## config.mk

```make
export PLATFORM = sky130hd
export DESIGN_NAME = spi_regfile_slave
export DESIGN_NICKNAME = d
export VERILOG_FILES = /design/src/rtl/spi_rf_pkg.sv /design/src/rtl/spi_sync_edge.sv /design/src/rtl/spi_frame.sv /design/src/rtl/spi_regbank.sv /design/src/rtl/spi_regfile_slave.sv
export SDC_FILE = /design/constraint.sdc
export NUM_CORES = 1
export LEC_CHECK = 0
export ABC_AREA = 1
export BUFFER_PORTS_ARGS = -buffer_cell sky130_fd_sc_hd__buf_2
export CELL_PAD_IN_SITES_DETAIL_PLACEMENT = 1
export CELL_PAD_IN_SITES_GLOBAL_PLACEMENT = 2
export CORE_ASPECT_RATIO = 1.1
export CORE_MARGIN = 3
export CORE_UTILIZATION = 30
export CTS_BUF_LIST = sky130_fd_sc_hd__clkbuf_4 sky130_fd_sc_hd__clkbuf_8 sky130_fd_sc_hd__clkbuf_16
export DETAILED_ROUTE_END_ITERATION = 10
export GPL_TIMING_DRIVEN = 0
export PLACE_DENSITY_LB_ADDON = 0.05
export SLEW_MARGIN = 20
export SYNTH_ARGS = -nofsm -noshare
export SYNTH_HDL_FRONTEND = slang
export SYNTH_HIERARCHICAL = 1
export SYNTH_SLANG_ARGS = --single-unit
export TNS_END_PERCENT = 1
```

## constraint.sdc

```tcl
create_clock -name clk -period 2.4 [get_ports clk]
set_clock_uncertainty 0.05 [all_clocks]
set_input_delay 0.48 -clock clk [delete_from_list [all_inputs] [get_ports clk]]
set_output_delay 0.48 -clock clk [all_outputs]
set_load 0.02 [all_outputs]
```

## src/rtl/spi_rf_pkg.sv

```systemverilog
package spi_rf_pkg;
  localparam int ADDR_W   = 15;
  localparam int BYTE_W   = 8;
  localparam int HDR_BITS = 1 + ADDR_W;

  localparam logic [ADDR_W-1:0] CFG_A_ADDR = ADDR_W'(0);
  localparam logic [ADDR_W-1:0] CFG_B_ADDR = ADDR_W'(1);

  localparam int CFGA_SRST_BIT = 0;
  localparam int CFGA_4W_BIT   = 1;
  localparam int CFGA_DESC_BIT = 2;

  typedef enum logic {
    PH_HDR  = 1'b0,
    PH_DATA = 1'b1
  } phase_e;

  function automatic logic [BYTE_W-1:0] gen_default(input int unsigned idx);
    return BYTE_W'(32'hA0 + idx);
  endfunction
endpackage

```

## src/rtl/spi_sync_edge.sv

```systemverilog
module spi_sync_edge #(
  parameter int SYNC_STAGES = 2
) (
  input  logic clk,
  input  logic rst_n,
  input  logic sclk,
  input  logic cs_n,
  input  logic mosi,
  output logic sclk_rise,
  output logic sclk_fall,
  output logic cs_n_s,
  output logic mosi_s
);
  // bundle order {sclk, cs_n, mosi}; chip select idles high
  localparam logic [2:0] IDLE = 3'b010;

  logic [2:0] chain [SYNC_STAGES];
  logic       sclk_d;
  logic [2:0] last;

  always_ff @(posedge clk or negedge rst_n) begin
    if (!rst_n) begin
      for (int i = 0; i < SYNC_STAGES; i++) chain[i] <= IDLE;
      sclk_d <= 1'b0;
    end else begin
      chain[0] <= {sclk, cs_n, mosi};
      for (int i = 1; i < SYNC_STAGES; i++) chain[i] <= chain[i-1];
      sclk_d <= last[2];
    end
  end

  assign last      = chain[SYNC_STAGES-1];
  assign sclk_rise =  last[2] & ~sclk_d;
  assign sclk_fall = ~last[2] &  sclk_d;
  assign cs_n_s    = last[1];
  assign mosi_s    = last[0];
endmodule

```

## src/rtl/spi_frame.sv

```systemverilog
module spi_frame
  import spi_rf_pkg::*;
(
  input  logic              clk,
  input  logic              rst_n,
  input  logic              sclk_rise,
  input  logic              sclk_fall,
  input  logic              cs_n_s,
  input  logic              mosi_s,
  input  logic              step_down,
  input  logic [BYTE_W-1:0] rd_byte,
  output logic [ADDR_W-1:0] cur_addr,
  output logic              wr_en,
  output logic [ADDR_W-1:0] wr_addr,
  output logic [BYTE_W-1:0] wr_data,
  output logic              rd_dir,
  output logic              data_phase,
  output logic              miso
);
  localparam int HCNT_W = $clog2(HDR_BITS);
  localparam int DCNT_W = $clog2(BYTE_W);
  localparam logic [HCNT_W-1:0] HDR_LAST = HCNT_W'(HDR_BITS - 1);
  localparam logic [DCNT_W-1:0] BIT_LAST = DCNT_W'(BYTE_W - 1);

  phase_e            phase;
  logic [HCNT_W-1:0] hcnt;
  logic [DCNT_W-1:0] dcnt;
  logic              rw_q;
  logic [ADDR_W-1:0] addr_q;
  logic [BYTE_W-2:0] dsh;
  logic [BYTE_W-1:0] rbyte;
  logic              miso_q;

  logic              rise_ok, fall_ok, byte_done;
  logic [ADDR_W-1:0] next_addr;

  assign rise_ok   = sclk_rise & ~cs_n_s;
  assign fall_ok   = sclk_fall & ~cs_n_s;
  assign byte_done = rise_ok && (phase == PH_DATA) && (dcnt == BIT_LAST);
  assign next_addr = step_down ? addr_q - ADDR_W'(1) : addr_q + ADDR_W'(1);

  always_ff @(posedge clk or negedge rst_n) begin
    if (!rst_n) begin
      phase   <= PH_HDR;
      hcnt    <= '0;
      dcnt    <= '0;
      rw_q    <= 1'b0;
      addr_q  <= '0;
      dsh     <= '0;
      rbyte   <= '0;
      miso_q  <= 1'b0;
      wr_en   <= 1'b0;
      wr_addr <= '0;
      wr_data <= '0;
    end else if (cs_n_s) begin
      phase  <= PH_HDR;
      hcnt   <= '0;
      dcnt   <= '0;
      miso_q <= 1'b0;
      wr_en  <= 1'b0;
    end else begin
      wr_en <= 1'b0;
      if (rise_ok) begin
        if (phase == PH_HDR) begin
          if (hcnt == '0) rw_q <= mosi_s;
          else            addr_q <= {addr_q[ADDR_W-2:0], mosi_s};
          if (hcnt == HDR_LAST) begin
            phase <= PH_DATA;
            dcnt  <= '0;
          end else begin
            hcnt <= hcnt + 1'b1;
          end
        end else if (dcnt == BIT_LAST) begin
          dcnt   <= '0;
          addr_q <= next_addr;
          if (!rw_q) begin
            wr_en   <= 1'b1;
            wr_addr <= addr_q;
            wr_data <= {dsh, mosi_s};
          end
        end else begin
          dcnt <= dcnt + 1'b1;
          dsh  <= {dsh[BYTE_W-3:0], mosi_s};
        end
      end
      if (fall_ok && phase == PH_DATA && rw_q) begin
        if (dcnt == '0) begin
          rbyte  <= rd_byte;
          miso_q <= rd_byte[BYTE_W-1];
        end else begin
          miso_q <= rbyte[BIT_LAST - dcnt];
        end
      end
    end
  end

  assign cur_addr   = addr_q;
  assign rd_dir     = rw_q;
  assign data_phase = (phase == PH_DATA);
  assign miso       = miso_q;

  // a byte takes many system cycles, so write strobes never touch
  a_r2_wr_pulse: assert property (@(posedge clk) disable iff (!rst_n)
    wr_en |=> !wr_en);

  // once chip select is seen high no write may follow
  a_r8_no_write_after_cs: assert property (@(posedge clk) disable iff (!rst_n)
    cs_n_s |=> !wr_en);

  // the address moves by exactly one in the configured direction
  a_r3_addr_step: assert property (@(posedge clk) disable iff (!rst_n)
    byte_done |=> addr_q == ($past(step_down) ? $past(addr_q) - ADDR_W'(1)
                                              : $past(addr_q) + ADDR_W'(1)));

  // read data only changes on a falling serial-clock edge
  a_r4_launch_on_fall: assert property (@(posedge clk) disable iff (!rst_n)
    (!fall_ok && !cs_n_s) |=> $stable(miso_q));
endmodule

```

## src/rtl/spi_regbank.sv

```systemverilog
module spi_regbank
  import spi_rf_pkg::*;
#(
  parameter int NUM_GEN  = 8,
  parameter int GEN_BASE = 16
) (
  input  logic                      clk,
  input  logic                      rst_n,
  input  logic                      wr_en,
  input  logic [ADDR_W-1:0]         wr_addr,
  input  logic [BYTE_W-1:0]         wr_data,
  input  logic [ADDR_W-1:0]         rd_addr,
  output logic [BYTE_W-1:0]         rd_data,
  output logic                      four_wire,
  output logic                      step_down,
  output logic [NUM_GEN*BYTE_W-1:0] gen_flat
);
  logic              srst_q;
  logic              four_wire_q;
  logic              desc_q;
  logic [BYTE_W-1:0] cfg_b_q;

  always_ff @(posedge clk or negedge rst_n) begin
    if (!rst_n) begin
      srst_q      <= 1'b0;
      four_wire_q <= 1'b0;
      desc_q      <= 1'b0;
      cfg_b_q     <= '0;
    end else begin
      srst_q <= 1'b0;
      if (wr_en && wr_addr == CFG_A_ADDR) begin
        srst_q      <= wr_data[CFGA_SRST_BIT];
        four_wire_q <= wr_data[CFGA_4W_BIT];
        desc_q      <= wr_data[CFGA_DESC_BIT];
      end
      if (wr_en && wr_addr == CFG_B_ADDR) cfg_b_q <= wr_data;
    end
  end

  for (genvar g = 0; g < NUM_GEN; g++) begin : g_reg
    localparam logic [ADDR_W-1:0] MY_ADDR = ADDR_W'(GEN_BASE + g);
    localparam logic [BYTE_W-1:0] MY_DFLT = gen_default(g);
    logic [BYTE_W-1:0] q;

    always_ff @(posedge clk or negedge rst_n) begin
      if (!rst_n)                           q <= MY_DFLT;
      else if (srst_q)                      q <= MY_DFLT;
      else if (wr_en && wr_addr == MY_ADDR) q <= wr_data;
    end

    assign gen_flat[g*BYTE_W +: BYTE_W] = q;
  end

  always_comb begin
    rd_data = '0;
    if (rd_addr == CFG_A_ADDR) begin
      rd_data[CFGA_SRST_BIT] = srst_q;
      rd_data[CFGA_4W_BIT]   = four_wire_q;
      rd_data[CFGA_DESC_BIT] = desc_q;
    end else if (rd_addr == CFG_B_ADDR) begin
      rd_data = cfg_b_q;
    end else begin
      for (int i = 0; i < NUM_GEN; i++)
        if (rd_addr == ADDR_W'(GEN_BASE + i)) rd_data = gen_flat[i*BYTE_W +: BYTE_W];
    end
  end

  assign four_wire = four_wire_q;
  assign step_down = desc_q;

  // the soft-reset bit is high for a single cycle
  a_r6_srst_self_clear: assert property (@(posedge clk) disable iff (!rst_n)
    srst_q |=> !srst_q);

  // a soft reset leaves both configuration registers alone
  a_r6_cfg_kept: assert property (@(posedge clk) disable iff (!rst_n)
    srst_q |=> $stable(cfg_b_q) && $stable(four_wire_q) && $stable(desc_q));
endmodule

```

## src/rtl/spi_regfile_slave.sv

```systemverilog
module spi_regfile_slave
  import spi_rf_pkg::*;
#(
  parameter int NUM_GEN     = 8,
  parameter int GEN_BASE    = 16,
  parameter int SYNC_STAGES = 2
) (
  input  logic                      clk,
  input  logic                      rst_n,
  input  logic                      spi_sclk,
  input  logic                      spi_cs_n,
  input  logic                      spi_sdio_i,
  output logic                      spi_sdio_o,
  output logic                      spi_sdio_oe,
  output logic                      spi_sdo,
  output logic                      spi_sdo_oe,
  output logic [NUM_GEN*BYTE_W-1:0] reg_q
);
  logic              sclk_rise, sclk_fall, cs_n_s, mosi_s;
  logic              step_down, four_wire;
  logic [BYTE_W-1:0] rd_byte;
  logic [ADDR_W-1:0] cur_addr, wr_addr;
  logic              wr_en;
  logic [BYTE_W-1:0] wr_data;
  logic              rd_dir, data_phase, miso;
  logic              rd_active;

  spi_sync_edge #(.SYNC_STAGES(SYNC_STAGES)) i_sync (
    .clk       (clk),
    .rst_n     (rst_n),
    .sclk      (spi_sclk),
    .cs_n      (spi_cs_n),
    .mosi      (spi_sdio_i),
    .sclk_rise (sclk_rise),
    .sclk_fall (sclk_fall),
    .cs_n_s    (cs_n_s),
    .mosi_s    (mosi_s)
  );

  spi_frame i_frame (
    .clk        (clk),
    .rst_n      (rst_n),
    .sclk_rise  (sclk_rise),
    .sclk_fall  (sclk_fall),
    .cs_n_s     (cs_n_s),
    .mosi_s     (mosi_s),
    .step_down  (step_down),
    .rd_byte    (rd_byte),
    .cur_addr   (cur_addr),
    .wr_en      (wr_en),
    .wr_addr    (wr_addr),
    .wr_data    (wr_data),
    .rd_dir     (rd_dir),
    .data_phase (data_phase),
    .miso       (miso)
  );

  spi_regbank #(.NUM_GEN(NUM_GEN), .GEN_BASE(GEN_BASE)) i_bank (
    .clk       (clk),
    .rst_n     (rst_n),
    .wr_en     (wr_en),
    .wr_addr   (wr_addr),
    .wr_data   (wr_data),
    .rd_addr   (cur_addr),
    .rd_data   (rd_byte),
    .four_wire (four_wire),
    .step_down (step_down),
    .gen_flat  (reg_q)
  );

  assign rd_active   = data_phase & rd_dir & ~cs_n_s;
  assign spi_sdio_oe = rd_active & ~four_wire;
  assign spi_sdo_oe  = rd_active &  four_wire;
  assign spi_sdio_o  = miso;
  assign spi_sdo     = miso;

  // the shared line may only start driving on a serial-clock rising edge
  a_r4_oe_on_rise: assert property (@(posedge clk) disable iff (!rst_n)
    $rose(spi_sdio_oe) |-> $past(sclk_rise) || $past(four_wire));
endmodule

```

==> metrics.txt <==
# TYPE chip_impl_metric gauge
chip_impl_metric{name="slew-limit-headroom",unit=""} 0.245
chip_impl_info{name="maxUsedRoutingLayer",value="met4"} 1
chip_impl_metric{name="cellInternalPower",unit="uW"} 4230
chip_impl_metric{name="ir_worst_vdd",unit="mV"} 0.356
chip_impl_metric{name="fp.dieArea",unit="um2"} 28500
chip_impl_metric{name="arrival",unit="ps"} 2610
chip_impl_metric{name="layout.cell_area.non_filler",unit="um2"} 9700
chip_impl_metric{name="p_per_area",unit="nW/um2"} 637
chip_impl_info{name="timing.setup.critical_path_class",value="reg -> reg"} 1
chip_impl_info{name="status",value="completed"} 1
chip_impl_metric{name="grt_overflow_total",unit=""} 0
chip_impl_metric{name="avgRoutedWirePerCell",unit="um"} 17.3
chip_impl_metric{name="timing.fmax",unit="MHz"} 425
chip_impl_metric{name="drt_first_pass_iters",unit=""} 4
chip_impl_metric{name="core_area",unit="um2"} 25700
chip_impl_metric{name="synthCells",unit=""} 980
chip_impl_metric{name="antenna_found_initial",unit=""} 0
chip_impl_metric{name="report.final.slew_viol_count",unit=""} 0
chip_impl_metric{name="finalWeightedCongestion",unit=""} 0.753
chip_impl_metric{name="cell_area_after_technology_mapping",unit="um2"} 7970
chip_impl_metric{name="postSynthAreaPerCell",unit="um2"} 8.13
chip_impl_metric{name="total_power",unit="uW"} 6180
chip_impl_metric{name="fin_worst_hold_slack",unit="ps"} 87.6
chip_impl_metric{name="setup_viol",unit=""} 0
chip_impl_info{name="rsz_0062_raised_after_global_routing",value="yes"} 1
chip_impl_metric{name="ctsHtreeMaxLevel",unit=""} 4
chip_impl_metric{name="worst-slew-pin-transition",unit="ps"} 1130
chip_impl_info{name="cts_tree",value="yes"} 1
chip_impl_metric{name="chipWidth",unit="um"} 161
chip_impl_metric{name="synth_sequential_area_ratio",unit=""} 0.463
chip_impl_info{name="hold_path_class",value="in -> reg"} 1
chip_impl_metric{name="start_util",unit=""} 0.310
chip_impl_info{name="synth.area.top_cells",value="sky130_fd_sc_hd__dfrtp_1, sky130_fd_sc_hd__nand2_1, sky130_fd_sc_hd__dfstp_2"} 1
chip_impl_metric{name="grt_pass1_vias",unit=""} 7180
chip_impl_metric{name="worst_setup_hold_path_clk_slew",unit="ps"} 80
chip_impl_metric{name="required_time_of_the_worst_setup_path",unit="ps"} 2660
chip_impl_metric{name="clockPowerShare",unit=""} 0.432
chip_impl_metric{name="final.setup.tns",unit="ps"} 0
chip_impl_metric{name="synth-edff-count",unit=""} 0
chip_impl_metric{name="n_antenna_cell",unit=""} 0
chip_impl_metric{name="numClockSinks",unit=""} 146
chip_impl_metric{name="dpl-instance-area",unit="um2"} 8800
chip_impl_metric{name="hold-path-cell-count",unit=""} 1
chip_impl_metric{name="min_period_over_period",unit=""} 0.980
chip_impl_info{name="regToRegEndpoint",value="i_frame/rbyte[2]"} 1
chip_impl_metric{name="share_comb_of_total_power",unit=""} 0.143
chip_impl_metric{name="fillCellCount",unit=""} 3176
chip_impl_metric{name="wire_length_on_met3",unit="um"} 644
chip_impl_metric{name="synth_top_cell_area_share",unit=""} 0.364
chip_impl_metric{name="grt_max_degree",unit=""} 85
chip_impl_metric{name="synthesis.yosys.warnings",unit=""} 6
chip_impl_metric{name="final_nets",unit=""} 1121
chip_impl_metric{name="die_span_in_y",unit="um"} 177
chip_impl_info{name="synth_most_common_cell",value="sky130_fd_sc_hd__nand2_1"} 1
chip_impl_metric{name="grt_total_usage",unit=""} 0.181
chip_impl_metric{name="met2_wirelength",unit="um"} 12600
chip_impl_metric{name="detail_route.vias_per_cell",unit=""} 4.66
chip_impl_metric{name="drt_drc_violations_left",unit=""} 0
chip_impl_info{name="setup.worst_path.end_class",value="flip-flop"} 1
chip_impl_metric{name="static-leakage-power",unit="uW"} 0.00466
chip_impl_metric{name="seq_power_share",unit=""} 0.425
chip_impl_metric{name="worstSkewPairLatency",unit="ps"} 430
chip_impl_metric{name="fin_ws",unit="ps"} 48.3
chip_impl_metric{name="max-clock-path-buffers",unit=""} 2
chip_impl_metric{name="ys_seq_elements",unit=""} 146
chip_impl_metric{name="layout_min_cycle_time",unit="ps"} 2350
chip_impl_info{name="yosys_most_used_dff",value="sky130_fd_sc_hd__dfrtp_1"} 1
chip_impl_metric{name="drive_above_1_share",unit=""} 0.265
chip_impl_metric{name="crit_path_max_incr_delay",unit="ps"} 410
chip_impl_metric{name="syn_to_final_growth",unit="%"} 21.7
chip_impl_info{name="slowest_stage",value="sky130_fd_sc_hd__dfrtp_2"} 1
chip_impl_info{name="series_of_cell_instances_along_the_critical_path",value="nor2_2 -> nand2_2 -> nor2_8 -> buf_6 -> nand3_4 -> nor2_2 -> nor2_1 -> nand2_1 -> nand2_2 -> nand2_2 -> nand2_2 -> nand2_2 -> nand2_1 -> nand2_1 -> nand2_2 -> nand2_1 -> nand2_1 -> mux2_4"} 1
chip_impl_metric{name="boundaryPins",unit=""} 73
chip_impl_metric{name="timing.final.hold_violations",unit=""} 0
chip_impl_info{name="worst_hold_startpoint",value="spi_cs_n"} 1
chip_impl_metric{name="pre_cts_slack",unit="ps"} -353
chip_impl_metric{name="worst_r2r_path_depth",unit=""} 18
chip_impl_metric{name="number_of_buffers_inserted_by_port_buffering",unit=""} 72
chip_impl_info{name="whs_endpoint",value="i_sync/chain[4]"} 1
chip_impl_info{name="startpoint_kind_of_the_worst_setup_timing_path",value="flip-flop"} 1
chip_impl_metric{name="route.vias.total",unit=""} 6785
chip_impl_metric{name="finalWirelength",unit="um"} 25200
chip_impl_metric{name="synth_async_sr_flop_share",unit=""} 1.00
chip_impl_info{name="synthDominantAreaCellType",value="sky130_fd_sc_hd__dfrtp_1"} 1
chip_impl_metric{name="wirelength_met1",unit="um"} 11800
chip_impl_info{name="yosys-top-cells-count",value="sky130_fd_sc_hd__nand2_1, sky130_fd_sc_hd__dfrtp_1, sky130_fd_sc_hd__inv_1, sky130_fd_sc_hd__nor2_1, sky130_fd_sc_hd__o21ai_1"} 1
chip_impl_info{name="cts_root_buf",value="sky130_fd_sc_hd__clkbuf_16"} 1
chip_impl_metric{name="hpwl",unit="um"} 18700
chip_impl_metric{name="tritoncts.num_buffers",unit=""} 17
chip_impl_info{name="critical_path.most_common_cell",value="sky130_fd_sc_hd__nand2_2"} 1
chip_impl_metric{name="ff2ff_setup_slack",unit="ps"} 50
chip_impl_metric{name="netSwitchingFraction",unit=""} 0.315
chip_impl_metric{name="synthDistinctLibCells",unit=""} 47
chip_impl_metric{name="worstPathMaxFanout",unit=""} 6
chip_impl_info{name="regToRegStartpoint",value="i_frame/cur_addr[11]"} 1
chip_impl_metric{name="drv.max_cap_violation_count",unit=""} 0
chip_impl_metric{name="detailedRoute.firstIterationViolations",unit=""} 297
chip_impl_metric{name="wire_length_of_the_first_global_routing_pass",unit="um"} 40400
chip_impl_metric{name="fp-row-count",unit=""} 61
chip_impl_metric{name="antenna_left",unit=""} 0
chip_impl_metric{name="synth_nets",unit=""} 1004
chip_impl_metric{name="netSwitchingPower",unit="uW"} 1940
-- critical path, delay by kind of cell, from the launching register on --
kind / cells / cell delay (ps)
AND/OR/NAND/NOR: 16 / 1370
buffers and inverters: 1 / 150
multiplexers: 1 / 260
flip-flops: 1 / 410
-- power groups by stage --
stage	Combinational, uW	Sequential [uW]	Clock [uW]
after floorplan	506	2650	0
after CTS	858	2630	2760
after global placement	697	2690	0
after detailed placement	707	2700	0
after global routing	981	2640	2860
final	881	2630	2670
-- how the worst max path moves through the flow --
stage / start / end / slack [ps] / depth (start not counted)
2_1_floorplan: i_frame/cur_addr[14] / i_frame/rbyte[2] / 340 / 17
3_3_place_gp: rst_n / i_sync/chain[5] / -1640 / 1
6_report: i_frame/cur_addr[11] / i_frame/rbyte[2] / 50 / 18
5_1_grt: i_frame/cur_addr[11] / i_frame/miso / -120 / 14
3_5_place_dp: i_frame/cur_addr[0] / i_frame/miso / -350 / 13
4_1_cts: i_frame/cur_addr[14] / i_frame/miso / -9 / 12
-- state kept, by name, summed over array words and instances (netlist names), 3 cells and up --
register          cells
i_bank/g.q           64
i_frame/cur_addr     15
i_frame/wr_addr      15
i_bank/cfg_b_q        8
i_frame/rbyte         8
i_frame/wr_data       8
i_frame/dsh           7
i_frame/hcnt          4
i_frame/dcnt          3
i_sync/chain          3
i_sync/last           3
-- metal layers --
metal,GRT usage,vias up
met5,0,-
met4,0.0351,0
met3,0.0321,14
met2,0.316,76
met1,0.238,3285
li1,-,3410
-- stage by stage --
step,utilization,std cells
2_1_floorplan,-,980
3_3_place_gp,0.341,1398
3_5_place_dp,0.342,1399
4_1_cts,0.374,1452
5_1_grt,0.377,1456
6_report,0.377,1456
-- final cells by class --
type,count,area (um2),share of cell area
clock buffer,17,425,0.0439
timing repair buffer,98,596,0.0614
sequential,146,3700,0.382
inverter,129,494,0.0510
buffer,24,153,0.0157
tap,346,433,0.0446
multi-input combinational,681,3730,0.385
clock inverter,15,165,0.0170
-- kinds of logic after synthesis --
kind of cell / Yosys count / share of synthesized area
AOI/OAI and AO/OA: 205 / 0.147
DFF: 146 / 0.463
buffers and inverters: 153 / 0.0799
xor gates and xnor gates: 5 / 0.00550
and+or+nand+nor: 441 / 0.254
adders and majority gates: 19 / 0.0308
muxes: 11 / 0.0193
-- cell usage in the layout (no fill, tap or decap), drive strengths merged --
master       count
clkinv           6
inv            136
dfstp           30
a21oi           57
fa               1
ha              18
dfrtp          116
clkbuf          27
nor2            92
xor2             4
nor3             6
a211oi           1
nand2          286
o41ai            1
a31oi            1
nand3b           2
clkinvlp         2
nand3           40
nand4           12
o2111ai          3
dlygate4sd3      1
o211ai           1
mux2            11
buf            111
nor4             3
o21ai          134
o22ai            6
o31ai            1
xnor2            1
-- timing repair --
action / in CTS / in global routing
gates cloned: 0 / 0
hold endpoints to repair: 54 / 0
pin swaps: 8 / 11
endpoints found under the setup margin: 10 / 19
gates resized for setup: 20 / 20
setup buffers: 20 / 4
hold buffers: 1 / 0
No activity file was read; power rests on OpenSTA's default activity.
